===== config.mk =====
export PLATFORM = sky130hd
export DESIGN_NAME = tod_regfront
export DESIGN_NICKNAME = d
export VERILOG_FILES = /design/src/rtl/tod_rf_pkg.sv /design/src/rtl/tod_rf_decode.sv /design/src/rtl/tod_rf_stage.sv /design/src/rtl/tod_rf_snap.sv /design/src/rtl/tod_regfront.sv
export SDC_FILE = /design/constraint.sdc
export NUM_CORES = 1
export LEC_CHECK = 0
export ABC_AREA = 1
export ABC_CLOCK_PERIOD_IN_PS = 2240
export BUFFER_PORTS_ARGS = -buffer_cell sky130_fd_sc_hd__buf_2
export CAP_MARGIN = 20
export CELL_PAD_IN_SITES_DETAIL_PLACEMENT = 0
export CELL_PAD_IN_SITES_GLOBAL_PLACEMENT = 1
export CORE_ASPECT_RATIO = 1.4
export CORE_MARGIN = 2
export CORE_UTILIZATION = 35
export CTS_CLUSTER_SIZE = 25
export DETAILED_ROUTE_END_ITERATION = 6
export GPL_TIMING_DRIVEN = 0
export PLACE_DENSITY_LB_ADDON = 0.1
export SETUP_SLACK_MARGIN = 0.15
export SLEW_MARGIN = 25
export SYNTH_ARGS = -nofsm -noshare
export SYNTH_HDL_FRONTEND = slang
export SYNTH_HIERARCHICAL = 1
export SYNTH_SLANG_ARGS = --single-unit

===== constraint.sdc =====
create_clock -name clk -period 2.24 [get_ports clk]
set_input_delay 0.56 -clock clk [delete_from_list [all_inputs] [get_ports clk]]
set_output_delay 0.56 -clock clk [all_outputs]
set_load 0.01 [all_outputs]

===== src/rtl/tod_rf_pkg.sv =====
package tod_rf_pkg;

    parameter int unsigned ADDR_W = 12;
    parameter int unsigned DATA_W = 32;
    parameter int unsigned SEC_W  = 48;
    parameter int unsigned NS_W   = 32;
    localparam int unsigned SECHI_W = SEC_W - DATA_W;

    parameter logic [ADDR_W-1:0] OFS_FREQ  = 12'h038;
    parameter logic [ADDR_W-1:0] OFS_SECHI = 12'h100;
    parameter logic [ADDR_W-1:0] OFS_SECLO = 12'h104;
    parameter logic [ADDR_W-1:0] OFS_NSEC  = 12'h108;
    parameter logic [ADDR_W-1:0] OFS_AUX0  = 12'h110;

    parameter int unsigned AUX_N  = 5;
    localparam int unsigned AUX_IW = $clog2(AUX_N);

    parameter logic [NS_W-1:0] NS_PER_SEC = 32'd1_000_000_000;

    // decoded access target
    typedef struct packed {
        logic              sechi;
        logic              seclo;
        logic              nsec;
        logic              freq;
        logic              aux;
        logic [AUX_IW-1:0] aux_idx;
    } sel_t;

    // staging and commit state
    typedef struct packed {
        logic [SECHI_W-1:0] hi;
        logic [DATA_W-1:0]  lo;
        logic               load;
        logic [SEC_W-1:0]   sec;
        logic [NS_W-1:0]    ns;
    } stage_t;

    // frozen seconds
    typedef struct packed {
        logic [SEC_W-1:0] sec;
    } snap_t;

    // read data register
    typedef struct packed {
        logic [DATA_W-1:0] rdata;
    } rd_t;

    function automatic logic [NS_W-1:0] ns_clamp(input logic [NS_W-1:0] v);
        return (v >= NS_PER_SEC) ? (NS_PER_SEC - NS_W'(1)) : v;
    endfunction

endpackage


===== src/rtl/tod_rf_decode.sv =====
module tod_rf_decode
    import tod_rf_pkg::*;
(
    input  logic [ADDR_W-1:0] addr_i,
    output sel_t              sel_o
);

    logic [AUX_N-1:0] aux_hit;

    genvar g;
    generate
        for (g = 0; g < AUX_N; g++) begin : g_aux
            assign aux_hit[g] = (addr_i == (OFS_AUX0 + ADDR_W'(4 * g)));
        end
    endgenerate

    always_comb begin
        sel_o       = '0;
        sel_o.sechi = (addr_i == OFS_SECHI);
        sel_o.seclo = (addr_i == OFS_SECLO);
        sel_o.nsec  = (addr_i == OFS_NSEC);
        sel_o.freq  = (addr_i == OFS_FREQ);
        sel_o.aux   = |aux_hit;
        for (int i = 0; i < AUX_N; i++) begin
            if (aux_hit[i]) begin
                sel_o.aux_idx = AUX_IW'(i);
            end
        end
    end

endmodule


===== src/rtl/tod_rf_stage.sv =====
module tod_rf_stage
    import tod_rf_pkg::*;
(
    input  logic              clk,
    input  logic              rst_n,
    input  sel_t              sel_i,
    input  logic              wr_i,
    input  logic [DATA_W-1:0] wdata_i,
    output logic              load_o,
    output logic [SEC_W-1:0]  load_sec_o,
    output logic [NS_W-1:0]   load_ns_o
);

    stage_t st_d, st_q;

    always_comb begin
        st_d      = st_q;
        st_d.load = 1'b0;
        if (wr_i && sel_i.sechi) begin
            st_d.hi = wdata_i[SECHI_W-1:0];
        end
        if (wr_i && sel_i.seclo) begin
            st_d.lo = wdata_i;
        end
        if (wr_i && sel_i.nsec) begin
            st_d.load = 1'b1;
            st_d.sec  = {st_q.hi, st_q.lo};
            st_d.ns   = ns_clamp(NS_W'(wdata_i));
        end
    end

    always_ff @(posedge clk) begin
        if (!rst_n) begin
            st_q <= '0;
        end else begin
            st_q <= st_d;
        end
    end

    assign load_o     = st_q.load;
    assign load_sec_o = st_q.sec;
    assign load_ns_o  = st_q.ns;

endmodule


===== src/rtl/tod_rf_snap.sv =====
module tod_rf_snap
    import tod_rf_pkg::*;
(
    input  logic             clk,
    input  logic             rst_n,
    input  logic             cap_i,
    input  logic [SEC_W-1:0] live_sec_i,
    output logic [SEC_W-1:0] snap_sec_o
);

    snap_t sn_d, sn_q;

    always_comb begin
        sn_d = sn_q;
        if (cap_i) begin
            sn_d.sec = live_sec_i;
        end
    end

    always_ff @(posedge clk) begin
        if (!rst_n) begin
            sn_q <= '0;
        end else begin
            sn_q <= sn_d;
        end
    end

    assign snap_sec_o = sn_q.sec;

endmodule


===== src/rtl/tod_regfront.sv =====
module tod_regfront
    import tod_rf_pkg::*;
#(
    parameter int unsigned CLK_HZ = 100_000_000
) (
    input  logic                clk,
    input  logic                rst_n,
    input  logic [ADDR_W-1:0]   reg_addr,
    input  logic                reg_wr,
    input  logic                reg_rd,
    input  logic [DATA_W-1:0]   reg_wdata,
    output logic [DATA_W-1:0]   reg_rdata,
    input  logic [SEC_W-1:0]    live_sec_i,
    input  logic [NS_W-1:0]     live_ns_i,
    output logic                cap_o,
    output logic                load_o,
    output logic [SEC_W-1:0]    load_sec_o,
    output logic [NS_W-1:0]     load_ns_o,
    output logic                aux_wr_o,
    output logic                aux_rd_o,
    output logic [AUX_IW-1:0]   aux_idx_o,
    output logic [DATA_W-1:0]   aux_wdata_o,
    input  logic [DATA_W-1:0]   aux_rdata_i
);

    localparam logic [DATA_W-1:0] FREQ_WORD = DATA_W'(CLK_HZ);

    sel_t             sel;
    logic [SEC_W-1:0] snap_sec;
    rd_t              rd_d, rd_q;

    tod_rf_decode u_dec (
        .addr_i (reg_addr),
        .sel_o  (sel)
    );

    assign cap_o = reg_rd && sel.nsec;

    tod_rf_snap u_snap (
        .clk        (clk),
        .rst_n      (rst_n),
        .cap_i      (cap_o),
        .live_sec_i (live_sec_i),
        .snap_sec_o (snap_sec)
    );

    tod_rf_stage u_stage (
        .clk        (clk),
        .rst_n      (rst_n),
        .sel_i      (sel),
        .wr_i       (reg_wr),
        .wdata_i    (reg_wdata),
        .load_o     (load_o),
        .load_sec_o (load_sec_o),
        .load_ns_o  (load_ns_o)
    );

    // pass-through of period and adjustment words
    assign aux_wr_o    = reg_wr && sel.aux;
    assign aux_rd_o    = reg_rd && sel.aux;
    assign aux_idx_o   = sel.aux_idx;
    assign aux_wdata_o = reg_wdata;

    always_comb begin
        rd_d.rdata = '0;
        if (reg_rd) begin
            if (sel.nsec) begin
                rd_d.rdata = DATA_W'(live_ns_i);
            end else if (sel.seclo) begin
                rd_d.rdata = snap_sec[DATA_W-1:0];
            end else if (sel.sechi) begin
                rd_d.rdata = {{(DATA_W-SECHI_W){1'b0}}, snap_sec[SEC_W-1:DATA_W]};
            end else if (sel.freq) begin
                rd_d.rdata = FREQ_WORD;
            end else if (sel.aux) begin
                rd_d.rdata = aux_rdata_i;
            end
        end
    end

    always_ff @(posedge clk) begin
        if (!rst_n) begin
            rd_q <= '0;
        end else begin
            rd_q <= rd_d;
        end
    end

    assign reg_rdata = rd_q.rdata;

endmodule


# After elaboration in Yosys (flattened, before gate mapping)
# Cells that the tools add are included.
# word_totals
ramBits	0
rom_bits	0
n_memories	0
reg_bits	209
out_inout_bits	151
word_cells	36
latch_bits	0
input_bits	160
# op_classes
div_mod_pow	0
add_sub_neg	0
eq_ne	9
reduce_logical	8
bitwise	0
magnitude_cmp	1
mul	0
shift	0
mux	11
# ops
op	n
32-bit 2-to-1 mux	6
12-bit by 9-bit equality test with 1-bit output (second input constant)	8
81-bit 2-to-1 mux	1
32-bit by 30-bit greater-or-equal comparator with 1-bit output (second input constant)	1
12-bit by 6-bit equality test with 1-bit output (second input constant)	1
1-bit logical AND	6
5-bit OR reduction	1
2-bit 2-to-1 mux	2
3-bit 2-to-1 mux	1
2-bit AND reduction	1
1-bit 2-to-1 mux	1

# Depth between registers and ports, before layout
# Gate-level depths: netlist (run 1).
# depth
word_depth	7
mapped_depth	13

# Cells and area by module
# The synthesis (run 1) kept the hierarchy.
# by_module_without_submodules
module	seq_area_each_um2	area_each_um2	cells_per_inst	n_inst
tod_rf_stage	2582.5	5461.5	717	1
tod_rf_snap	960.9	1973.1	304	1
tod_regfront	640.6	1884.3	280	1
tod_rf_decode	0.0	230.2	43	1

# Least setup slack after synthesis (run 1)
# OpenSTA, ideal clock, no wires.
# synth_timing
kind	input port to flip-flop
from	in reg_addr[7]
to	reg u_snap.sn_q (netlist bit u_snap/snap_sec_o[10])
cell_stages	12
n_path_buf	5
setup_slack_ns	0.148
setup_ns	0.064
t_arrival_ns	2.028
cell_sequence	nor2_2 nand2_1 nor3_2 buf_4 buf_2 nand2_1 inv_1 buf_2 buf_6 buf_6 nor2_1 nor2_1
# synth_rtl
item	line_no	source
start, declared	tod_regfront.sv:8	input logic [ADDR_W-1:0] reg_addr,
end signal, assigned	tod_rf_snap.sv:24	sn_q <= sn_d;
end, declared	tod_rf_snap.sv:11	snap_t sn_d, sn_q;

==> flow_summary_export.csv, run 1 <==
group,metric,value,unit
status,outcome,"completed",
timing,hold_viol_final,0,
clock_network,cts_hold_buf,0,
finish,final_common_cell,"nor2_1",
finish,final_cell_mix,"333 x nor2_1, 323 x buf_2, 209 x dfxtp_1, 203 x nand2_1, 139 x o21ai_0",
synthesis,syn_inst,1344,
finish,nFillCells,2968,
routing,drc,0,
synthesis,syn_area,9549,um2
pwr,p_clk_frac,0.480,
placed_design,pre_cts_slack,-0.5832,ns
job,cap_violations,0,
routing,vias,9263,
timing,fin_crit,2.194,ns
synthesis,synth_seq_cells,209,
clock_network,cts_tree,"yes",
global_routing,grt_pass1_wl,48.00,mm
clock_network,h-tree-depth,1,
critical_path,worstSetupPathType,"primary input to primary output",
floorplanning,io_pins,311,
timing,skew,0.01025,ns
timing,finalCritPeriodShare,0.9796,
floorplanning,dieHeight,199.4,um
floorplanning,core-area,26830,um2
worst_hold_path,min_path_type,"primary input to flop",
placed_design,hpwl,24.60,mm
routing,dr.pass1.iters,5,
worst_hold_path,hold_depth,3,
finish,regArea,4184,um2
timing,grt_setup_unrepaired,"yes",
timing,max_freq,455.7,MHz
timing,tns,0,ns
pwr,combPwrFrac,0.066,
pwr,power_switching,0.001884,W
critical_path,worstReg2RegStart,"u_snap/snap_sec_o[13]$_SDFFE_PN0P_",
critical_path,r2r_cells,3,
clock_network,root_buffer,"clkbuf_16",
routing,drtIter0Drc,301,
routing,wire_per_inst,15.22,um
synthesis,yosysTopAreaCell,"dfxtp_1",
pwr,leakagePower,6.240,nW
worst_hold_path,hold_path.startpoint,"aux_rdata_i[4]",
routing,antenna_left,0,
timing,worst_slew_pin_slew,0.6097,ns
critical_path,reg2reg_to,"reg_rdata[13]$_SDFF_PN0_",
clock_network,cts_buffer_depth,3,
timing,slew_violations,0,
floorplanning,start_util,0.3559,
clock_network,cts_buffers,23,
routing,drt_wl_total,31.56,mm
global_routing,grt_pass1_vias,8867,
synthesis,syn_nets,1504,
pwr,intPower,0.006290,W
critical_path,critPathRequiredTime,1.68,ns
timing,setup-violations-final,0,
clock_network,numClockSinks,209,
pwr,p_per_area,649.7,nW/um2
placed_design,portBuffers,310,
pwr,switching_share,0.2305,
clock_network,path_clk_slew,0.06,ns
critical_path,cp.arrival,1.63,ns
finish,drive_gt1_frac,0.3488,
critical_path,reg2reg_slack,1.29,ns
synthesis,yosysUniqueCellTypes,27,
finish,area_growth,31.74,%
finish,fin_nets,1851,
global_routing,gr-total-overflow,0,
floorplanning,die_x,143.6,um
worst_hold_path,hold_end,"reg_rdata[4]$_SDFF_PN0_",
routing,vias_per_cell,4.466,
synthesis,post-synth-top-area-fraction,0.4382,
placed_design,gp_congestion,0.8541,
pwr,vdd_ir_drop_max,444.7,uV
synthesis,avgSynthCellArea,7.105,um2
clock_network,clock_latency,0.51,ns
finish,multi_input_area,3825,um2
global_routing,grt_max_degree,14,
critical_path,cp-start-kind,"primary input",
critical_path,critical_path.max_fanout,4,
global_routing,antenna_found_initial,5,
pwr,seqPwrFrac,0.455,
critical_path,end_kind,"primary output",
global_routing,grtUsageTotal,0.2180,
timing,fin_ws,0.04564,ns
floorplanning,die_area,28640,um2
synthesis,synth_warnings,6,
timing,relSlewSlack,0.5936,
synthesis,netlist_top_cells_area,"dfxtp_1 44%, nor2_1 13%, buf_4 9.2%, nand2_1 8.2%, o21ai_0 7.3%",
synthesis,synth-seq-area-share,0.4382,
floorplanning,rows,71,
-- worst max-delay path, cell delays in order --
cell and delay (ns):
buf_6 0.09, nor2_4 0.14, buf_4 0.14, nand3_4 0.08, nor3_4 0.20, buf_6 0.14
buf_8 0.09, nand2_2 0.04, inv_2 0.05, buf_6 0.10
-- power groups by stage --
stage / Combinational [W] / Clock, W / Sequential, W
after global placement: 0.000517 / 0 / 0.00380
final: 0.000537 / 0.00392 / 0.00372
after global routing: 0.000601 / 0.00416 / 0.00371
after CTS: 0.000529 / 0.00401 / 0.00372
after floorplan: 0.000236 / 0 / 0.00380
after detailed placement: 0.000520 / 0 / 0.00380
-- final cells by class --
type / count / area share
sequential: 209 / 0.3326
clock inverter: 9 / 0.008255
inverter: 100 / 0.02984
timing repair buffer: 322 / 0.1340
buffer: 186 / 0.1007
antenna: 3 / 0.0005968
clock buffer: 31 / 0.05371
tap: 365 / 0.03630
multi-input combinational: 849 / 0.3041
-- per-layer routing --
layer  global-route usage  vias to the layer above  share of wire
li1                     -                     4756              -
met1               0.2305                     4186           0.37
met2               0.4266                      268           0.54
met3              0.04433                       51          0.059
met4              0.06463                        2          0.028
met5                    0                        -        0.00022
-- flip-flops by register name, indices dropped and copies added (netlist names) --
| register | count |
|---|---|
| u_stage/st_q | 48 |
| reg_rdata | 32 |
| u_stage/load_ns_o | 32 |
| u_stage/load_o | 1 |
| u_snap/snap_sec_o | 48 |
| u_stage/load_sec_o | 48 |
-- logic make-up (layout without fill, tap and decap cells) --
logic type	after synthesis	in the layout	synth area share
buf+inv	286	648	0.1685
flops	209	209	0.4382
simple gates	611	611	0.2596
compound gates	238	238	0.1338
other cells	0	3	0
-- synth_stat cells --
master,n
nand4_1,1
nand3b_1,5
buf_2,22
o21ai_0,139
clkbuf_1,37
nor2_1,336
or2_2,22
nor3_2,4
nand2_2,2
buf_4,117
dfxtp_1,209
inv_1,95
a21oi_4,1
nand2_4,1
clkbuf_2,1
nand3_2,2
inv_2,4
o21ai_1,1
clkinv_1,1
nor2_4,2
o21ai_2,20
buf_6,9
nor2_2,7
nand3_1,19
a21oi_1,77
nand2_1,209
or2_0,1
-- worst max-delay path by stage --
stage          slack (ns)         from                                 end  depth (start not counted)
2_1_floorplan        0.19  reg_addr[7]  u_snap/snap_sec_o[10]$_SDFFE_PN0P_                         12
3_3_place_gp        -0.58  reg_addr[7]  u_stage/load_ns_o[26]$_SDFFE_PN0P_                          9
3_5_place_dp        -0.58  reg_addr[7]  u_stage/load_ns_o[26]$_SDFFE_PN0P_                          9
4_1_cts              0.02  reg_addr[0]                               cap_o                          9
5_1_grt             -0.02  reg_addr[1]                               cap_o                         10
6_report             0.05  reg_addr[1]                               cap_o                         10
-- stage by stage --
stage	cells	hold slack (ns)	cell area, um2	total power, W	utilization
global placement	2019	0.4305	11560	0.004317	0.4309
detailed placement	2019	0.4351	11560	0.004320	0.4309
global route	2074	0.2939	12580	0.008472	0.4689
floorplan	1344	0.4194	9552	0.004036	-
CTS	2065	0.2804	12470	0.008255	0.4647
finish	2074	0.2994	12580	0.008173	0.4689
-- timing repair --
| item | 4_1_cts | 5_1_grt |
|---|---|---|
| setup buffers | 6 | 6 |
| pin swaps | 4 | 10 |
| endpoints found under the setup margin | 112 | 90 |
| cloned | 0 | 0 |
| resized for setup | 22 | 25 |
Power figures use the tool's default switching activity.
==> run 2: changes to the inputs <==
- ABC_CLOCK_PERIOD_IN_PS: 2240 -> 2400
- SYNTH_HIERARCHICAL: 1 -> unset
- clock period: 2.24 -> 2.4 ns (I/O delays scaled with it)
==> run 2 against run 1 <==
Against the previous run:
- power fell by 4.2%
- flip-flop and latch count did not move
- global-route usage rose by 0.27 points
- non-clock buffer count rose by 4
- sequential power fell by 6.7%
- first-iteration DRC count rose by 3.0%
- routed wire length fell by 2.5%
- clock skew rose by 0.0034 ns
- synthesized area fell by 3.4%
- die area fell by 3.3%
- combinational power fell by 19%
- largest power group unchanged
==> flow_summary_export.csv, run 2 <==
group,metric,value,unit
status,outcome,"completed",
finish,drive_gt1_frac,0.3429,
synthesis,synth-seq-area-share,0.4536,
timing,max_freq,452.7,MHz
floorplanning,io_pins,311,
routing,dr.pass1.iters,4,
global_routing,grt_pass1_wl,48.20,mm
routing,drc,0,
clock_network,cts_buffers,23,
synthesis,yosysUniqueCellTypes,27,
placed_design,post_dp_cell_area,11180,um2
critical_path,end_kind,"primary output",
job,cap_violations,0,
clock_network,cts_tree,"yes",
global_routing,use_met3,0.04418,
global_routing,grt_pass1_vias,9143,
routing,antenna_left,0,
finish,fin_nets,1773,
clock_network,h-tree-depth,1,
global_routing,antenna_found_initial,3,
critical_path,startpoint,"reg_addr[1]",
timing,fin_ws,0.1908,ns
placed_design,gp_congestion,0.8267,
timing,skew,0.01365,ns
synthesis,syn_inst,1262,
global_routing,use_met2,0.4144,
placed_design,pre_cts_slack,-0.2995,ns
synthesis,synth_enable_flop_cells,0,
routing,vias,9043,
synthesis,avgSynthCellArea,7.309,um2
global_routing,grt_max_degree,14,
finish,fin_area,12270,um2
floorplanning,die_x,141.2,um
critical_path,cp.arrival,1.61,ns
finish,final_cell_mix,"338 x buf_2, 264 x nor2_1, 209 x dfxtp_1, 169 x nand2_1, 144 x o21ai_0",
synthesis,synth_warnings,0,
floorplanning,start_util,0.3546,
clock_network,cts_hold_buf,0,
global_routing,gr-total-overflow,0,
synthesis,ys.flop_type,"dfxtp_1",
critical_path,critical_path.max_fanout,8,
clock_network,numClockSinks,209,
placed_design,portBuffers,310,
timing,worst_slew_pin_slew,0.6193,ns
pwr,p_per_area,638.0,nW/um2
clock_network,clock_latency,0.53,ns
clock_network,path_clk_slew,0.06,ns
synthesis,yosysTopAreaCell,"dfxtp_1",
placed_design,hpwl,23.52,mm
finish,final_cells,1957,
critical_path,worstSetupPathType,"primary input to primary output",
synthesis,netlist_top_cells_area,"dfxtp_1 45%, nor2_1 11%, buf_4 9.5%, o21ai_0 7.8%, nand2_1 7.0%",
timing,fin_crit,2.209,ns
timing,grt_setup_unrepaired,"yes",
timing,relSlewSlack,0.5871,
critical_path,critPathRequiredTime,1.80,ns
synthesis,synth_common_cells,"270 x nor2_1, 209 x dfxtp_1, 173 x nand2_1, 144 x o21ai_0, 117 x buf_4",
timing,slew_violations,0,
placed_design,dpl.cell_count,1896,
synthesis,yosysMostFrequentCell,"nor2_1",
finish,area_growth,32.99,%
timing,setup-violations-final,0,
synthesis,synth_seq_cells,209,
timing,tns,0,ns
worst_hold_path,min_path_type,"primary input to flop",
floorplanning,core-area,26010,um2
clock_network,cts_buffer_depth,3,
routing,vias_per_cell,4.621,
routing,wire_per_inst,15.73,um
timing,hold_viol_final,0,
synthesis,syn_area,9224,um2
pwr,leakagePower,6.364,nW
critical_path,cp-start-kind,"primary input",
routing,drtIter0Drc,310,
global_routing,grt_busiest_layer,"met2",
clock_network,root_buffer,"clkbuf_16",
synthesis,syn_nets,1422,
worst_hold_path,hold_path.startpoint,"live_sec_i[14]",
global_routing,grt_use_met1,0.2412,
floorplanning,rows,70,
floorplanning,die_area,27690,um2
floorplanning,dieHeight,196.1,um
timing,finalCritPeriodShare,0.9205,
pwr,vdd_ir_drop_max,416.2,uV
critical_path,worstReg2RegStart,"u_snap.snap_sec_o[20]$_SDFFE_PN0P_",
synthesis,async_reset_ff_frac,0,
global_routing,grtUsageTotal,0.2206,
finish,final_common_cell,"buf_2",
synthesis,post-synth-top-area-fraction,0.4536,
routing,drt_wl_total,30.78,mm
run 2: cell count changes after synthesis, moves of 20 or more:
cell / before / now
inv_1: 95 / 65
nand3_1: 19 / 53
or2_2: 22 / 2
nor2_1: 336 / 270
nand2_1: 209 / 173
nand4_1: 1 / 43
o21ai_2: 20 / 0
run 2: per-stage QoR:
stage | power, W | hold slack (ns) | util
after floorplan | 0.003712 | 0.4335 | -
after global placement | 0.003967 | 0.4469 | 0.4298
after detailed placement | 0.003967 | 0.4520 | 0.4298
after CTS | 0.007915 | 0.2668 | 0.4681
after global routing | 0.008078 | 0.2836 | 0.4715
final | 0.007826 | 0.2834 | 0.4716
run 2: cell families after synthesis:
kind of cell           after synthesis  synth area share
AOI/OAI and AO/OA                  219            0.1218
and+or+nand+nor                    574            0.2644
DFF                                209            0.4536
buffers and inverters              260            0.1602
run 2: timing repair:
item / CTS / global route
resized for setup: 18 / 13
setup buffers: 11 / 5
endpoints found under the setup margin: 3 / 33
pin swaps: 7 / 2
run 2: where the power goes:
part           internal [W]  leakage, nW  switching (W)  total (W)
clock network       0.00241        0.427        0.00151    0.00392
logic              0.000184         4.25       0.000248   0.000433
registers           0.00347         1.68    0.000000301    0.00347
total               0.00607         6.36        0.00176    0.00783
run 2: layout make-up:
type	count	area [um2]
Clock inverter	12	175.2
Clock buffer	30	671.9
Timing Repair Buffer	326	1680
Antenna cell	3	7.507
Inverter	74	290.3
Tap cell	324	405.4
Multi-Input combinational cell	793	3640
Fill cell	2704	13750
Sequential cell	209	4184
Buffer	186	1212
run 2: final timing paths:
path                            depth (start not counted)  slack (ns)                            endpoint
worst max register to register                          4        1.52            reg_rdata[20]$_SDFF_PN0_
worst min-delay path                                    3        0.28  u_snap.snap_sec_o[14]$_SDFFE_PN0P_
worst min register to register                          2        0.46  u_stage.load_ns_o[31]$_SDFFE_PN0P_
worst max-delay path                                   10        0.19                               cap_o
run 2: per-layer routing:
| metal | share of wire | up-vias |
|---|---|---|
| met5 | 0 | - |
| met4 | 0.031 | 0 |
| met3 | 0.063 | 50 |
| met2 | 0.52 | 252 |
| met1 | 0.39 | 4061 |
| li1 | - | 4680 |
run 2: worst max-delay path, cell delays in order:
cell	delay [ns]
buf_2	0.12
nor2_4	0.14
nand2_4	0.09
nor2_4	0.14
nand2_4	0.07
clkinv_4	0.08
nand2_4	0.07
inv_4	0.07
buf_6	0.12
buf_6	0.10
==> run 3: changes to the inputs <==
- BUFFER_PORTS_ARGS: -buffer_cell sky130_fd_sc_hd__buf_2 -> unset
- DONT_BUFFER_PORTS: unset -> 1
==> run 3 against run 2 <==
Against the previous run:
- via count decreased by 12%
- worst setup slack better by 0.021 ns
- worst hold slack got worse by 0.066 ns
- cell count fell by 17%
- register-to-register slack about the same
- non-clock buffer count decreased by 322
- critical path depth is 2 lower
- global-route usage shrank 0.65 points
- flip-flop and latch count did not move
- clock-buffer cell count up 4
- clock power decreased by 16%
- critical endpoint is now aux_wr_o
- largest cell class unchanged
==> flow_summary_export.csv, run 3 (same netlist as run 2, synthesis figures left out) <==
group,metric,value,unit
critical_path,cp-start-kind,"primary input",
floorplanning,rows,70,
timing,slew_violations,0,
routing,vias,7986,
clock_network,cts_buffers,22,
global_routing,grt_max_degree,14,
timing,max_freq,457.0,MHz
critical_path,worstSetupPathType,"primary input to primary output",
finish,final_cell_mix,"265 x nor2_1, 209 x dfxtp_1, 170 x nand2_1, 144 x o21ai_0, 120 x buf_4",
timing,grt_setup_unrepaired,"no",
clock_network,clock_latency,0.52,ns
floorplanning,start_util,0.3546,
routing,vias_per_cell,4.902,
finish,fin_area,10400,um2
finish,nFillCells,2857,
job,cap_violations,0,
timing,worst_slew_pin_slew,0.6624,ns
routing,antenna_left,0,
global_routing,grt_pass1_wl,46.16,mm
floorplanning,dieHeight,196.1,um
finish,final_common_cell,"nor2_1",
clock_network,numClockSinks,209,
finish,area_growth,12.74,%
clock_network,path_clk_slew,0.06,ns
clock_network,cts_buffer_depth,3,
critical_path,critical_path.max_fanout,10,
timing,relSlewSlack,0.5584,
floorplanning,io_pins,311,
timing,hold_viol_final,0,
clock_network,root_buffer,"clkbuf_16",
pwr,leakagePower,4.775,nW
finish,fin_nets,1450,
critical_path,end_kind,"primary output",
critical_path,cp_slowest_cell,"nor2_2",
clock_network,cts_hold_buf,0,
floorplanning,die_area,27690,um2
routing,drc,0,
placed_design,gp_congestion,0.8096,
routing,wire_per_inst,18.55,um
finish,final_cells,1629,
critical_path,path_cells,"inv_2, nand2_2, nor2_2, nand2_2, nand2_4, buf_8, inv_1, nor2_2",
floorplanning,die_x,141.2,um
timing,finalCritPeriodShare,0.9117,
routing,drt_wl_total,30.21,mm
critical_path,worstReg2RegStart,"u_snap.snap_sec_o[20]$_SDFFE_PN0P_",
critical_path,cpPeakStageDelay,0.17,ns
pwr,p_per_area,671.3,nW/um2
placed_design,post_dp_cell_area,9629,um2
timing,setup-violations-final,0,
worst_hold_path,min_path_type,"primary input to flop",
global_routing,grtUsageTotal,0.2141,
timing,skew,0.01000,ns
timing,tns,0,ns
finish,drive_gt1_frac,0.1686,
placed_design,portBuffers,0,
clock_network,h-tree-depth,1,
critical_path,critPathRequiredTime,1.80,ns
routing,drtIter0Drc,270,
finish,diodes,0,
status,outcome,"completed",
floorplanning,core-area,26010,um2
placed_design,hpwl,23.31,mm
routing,dr.pass1.iters,5,
timing,fin_crit,2.188,ns
worst_hold_path,hold_path.startpoint,"live_sec_i[13]",
global_routing,grt_pass1_vias,8183,
critical_path,cp.arrival,1.59,ns
clock_network,cts_tree,"yes",
global_routing,gr-total-overflow,0,
placed_design,dpl.cell_count,1586,
global_routing,antenna_found_initial,0,
pwr,vdd_ir_drop_max,456.4,uV
critical_path,startpoint,"reg_addr[2]",
[run 3: changes by cell type in the layout (fill, tap and decap cells not counted), sizes merged]
cell	previous run	this run
clkinv	8	4
bufinv	4	1
clkbuf	62	66
diode	3	0
buf	480	158
[run 3: worst paths after layout]
check / endpoint / slack (ns) / cells past startpoint
worst max-delay path: aux_wr_o / 0.21 / 8
worst min register to register: u_stage.load_ns_o[30]$_SDFFE_PN0P_ / 0.46 / 2
worst min-delay path: u_snap.snap_sec_o[13]$_SDFFE_PN0P_ / 0.22 / 2
worst max register to register: reg_rdata[20]$_SDFF_PN0_ / 1.52 / 4
[run 3: report_power, final]
part	internal (W)	switching, W
clock	0.00188	0.00141
combinational	0.0000737	0.000156
sequential	0.00347	0.000000449
total	0.00542	0.00156
[run 3: repair_timing]
action	4_1_cts	5_1_grt
setup buffers	2	2
setup endpoints to repair	3	3
resized for setup	9	10
pin swaps	2	3
[run 3: metal layers]
layer | part of all wire | track usage | vias up | wire (um)
li1 | - | - | 4007 | -
met1 | 0.37 | 0.2254 | 3708 | 11220
met2 | 0.54 | 0.4155 | 242 | 16210
met3 | 0.074 | 0.05394 | 29 | 2226
met4 | 0.019 | 0.05815 | 0 | 566
met5 | 0 | 0 | - | 0
[run 3: critical path, delay by kind of cell]
family,cells,cell delay (ns)
buf+inv,3,0.37
simple gates,5,0.61
[run 3: metrics by stage]
stage / setup slack [ns] / hold WS (ns) / utilization / total power, W
2_1_floorplan: 0.2592 / 0.4335 / - / 0.003712
3_3_place_gp: -0.1893 / 0.4457 / 0.3702 / 0.003778
3_5_place_dp: -0.1874 / 0.4530 / 0.3702 / 0.003777
4_1_cts: 0.1327 / 0.1931 / 0.3978 / 0.007099
5_1_grt: 0.1498 / 0.1984 / 0.3998 / 0.007250
6_report: 0.2118 / 0.2170 / 0.3998 / 0.006980
[run 3: cell type report]
cell class                      instances  area, um2  share of cell area
Buffer                                186       1212              0.1166
Clock buffer                           34      615.6             0.05920
Clock inverter                          5      61.31            0.005896
Inverter                               74      282.8             0.02719
Multi-Input combinational cell        793       3607              0.3469
Sequential cell                       209       4184              0.4024
Tap cell                              324      405.4             0.03898
Timing Repair Buffer                    4      30.03            0.002888
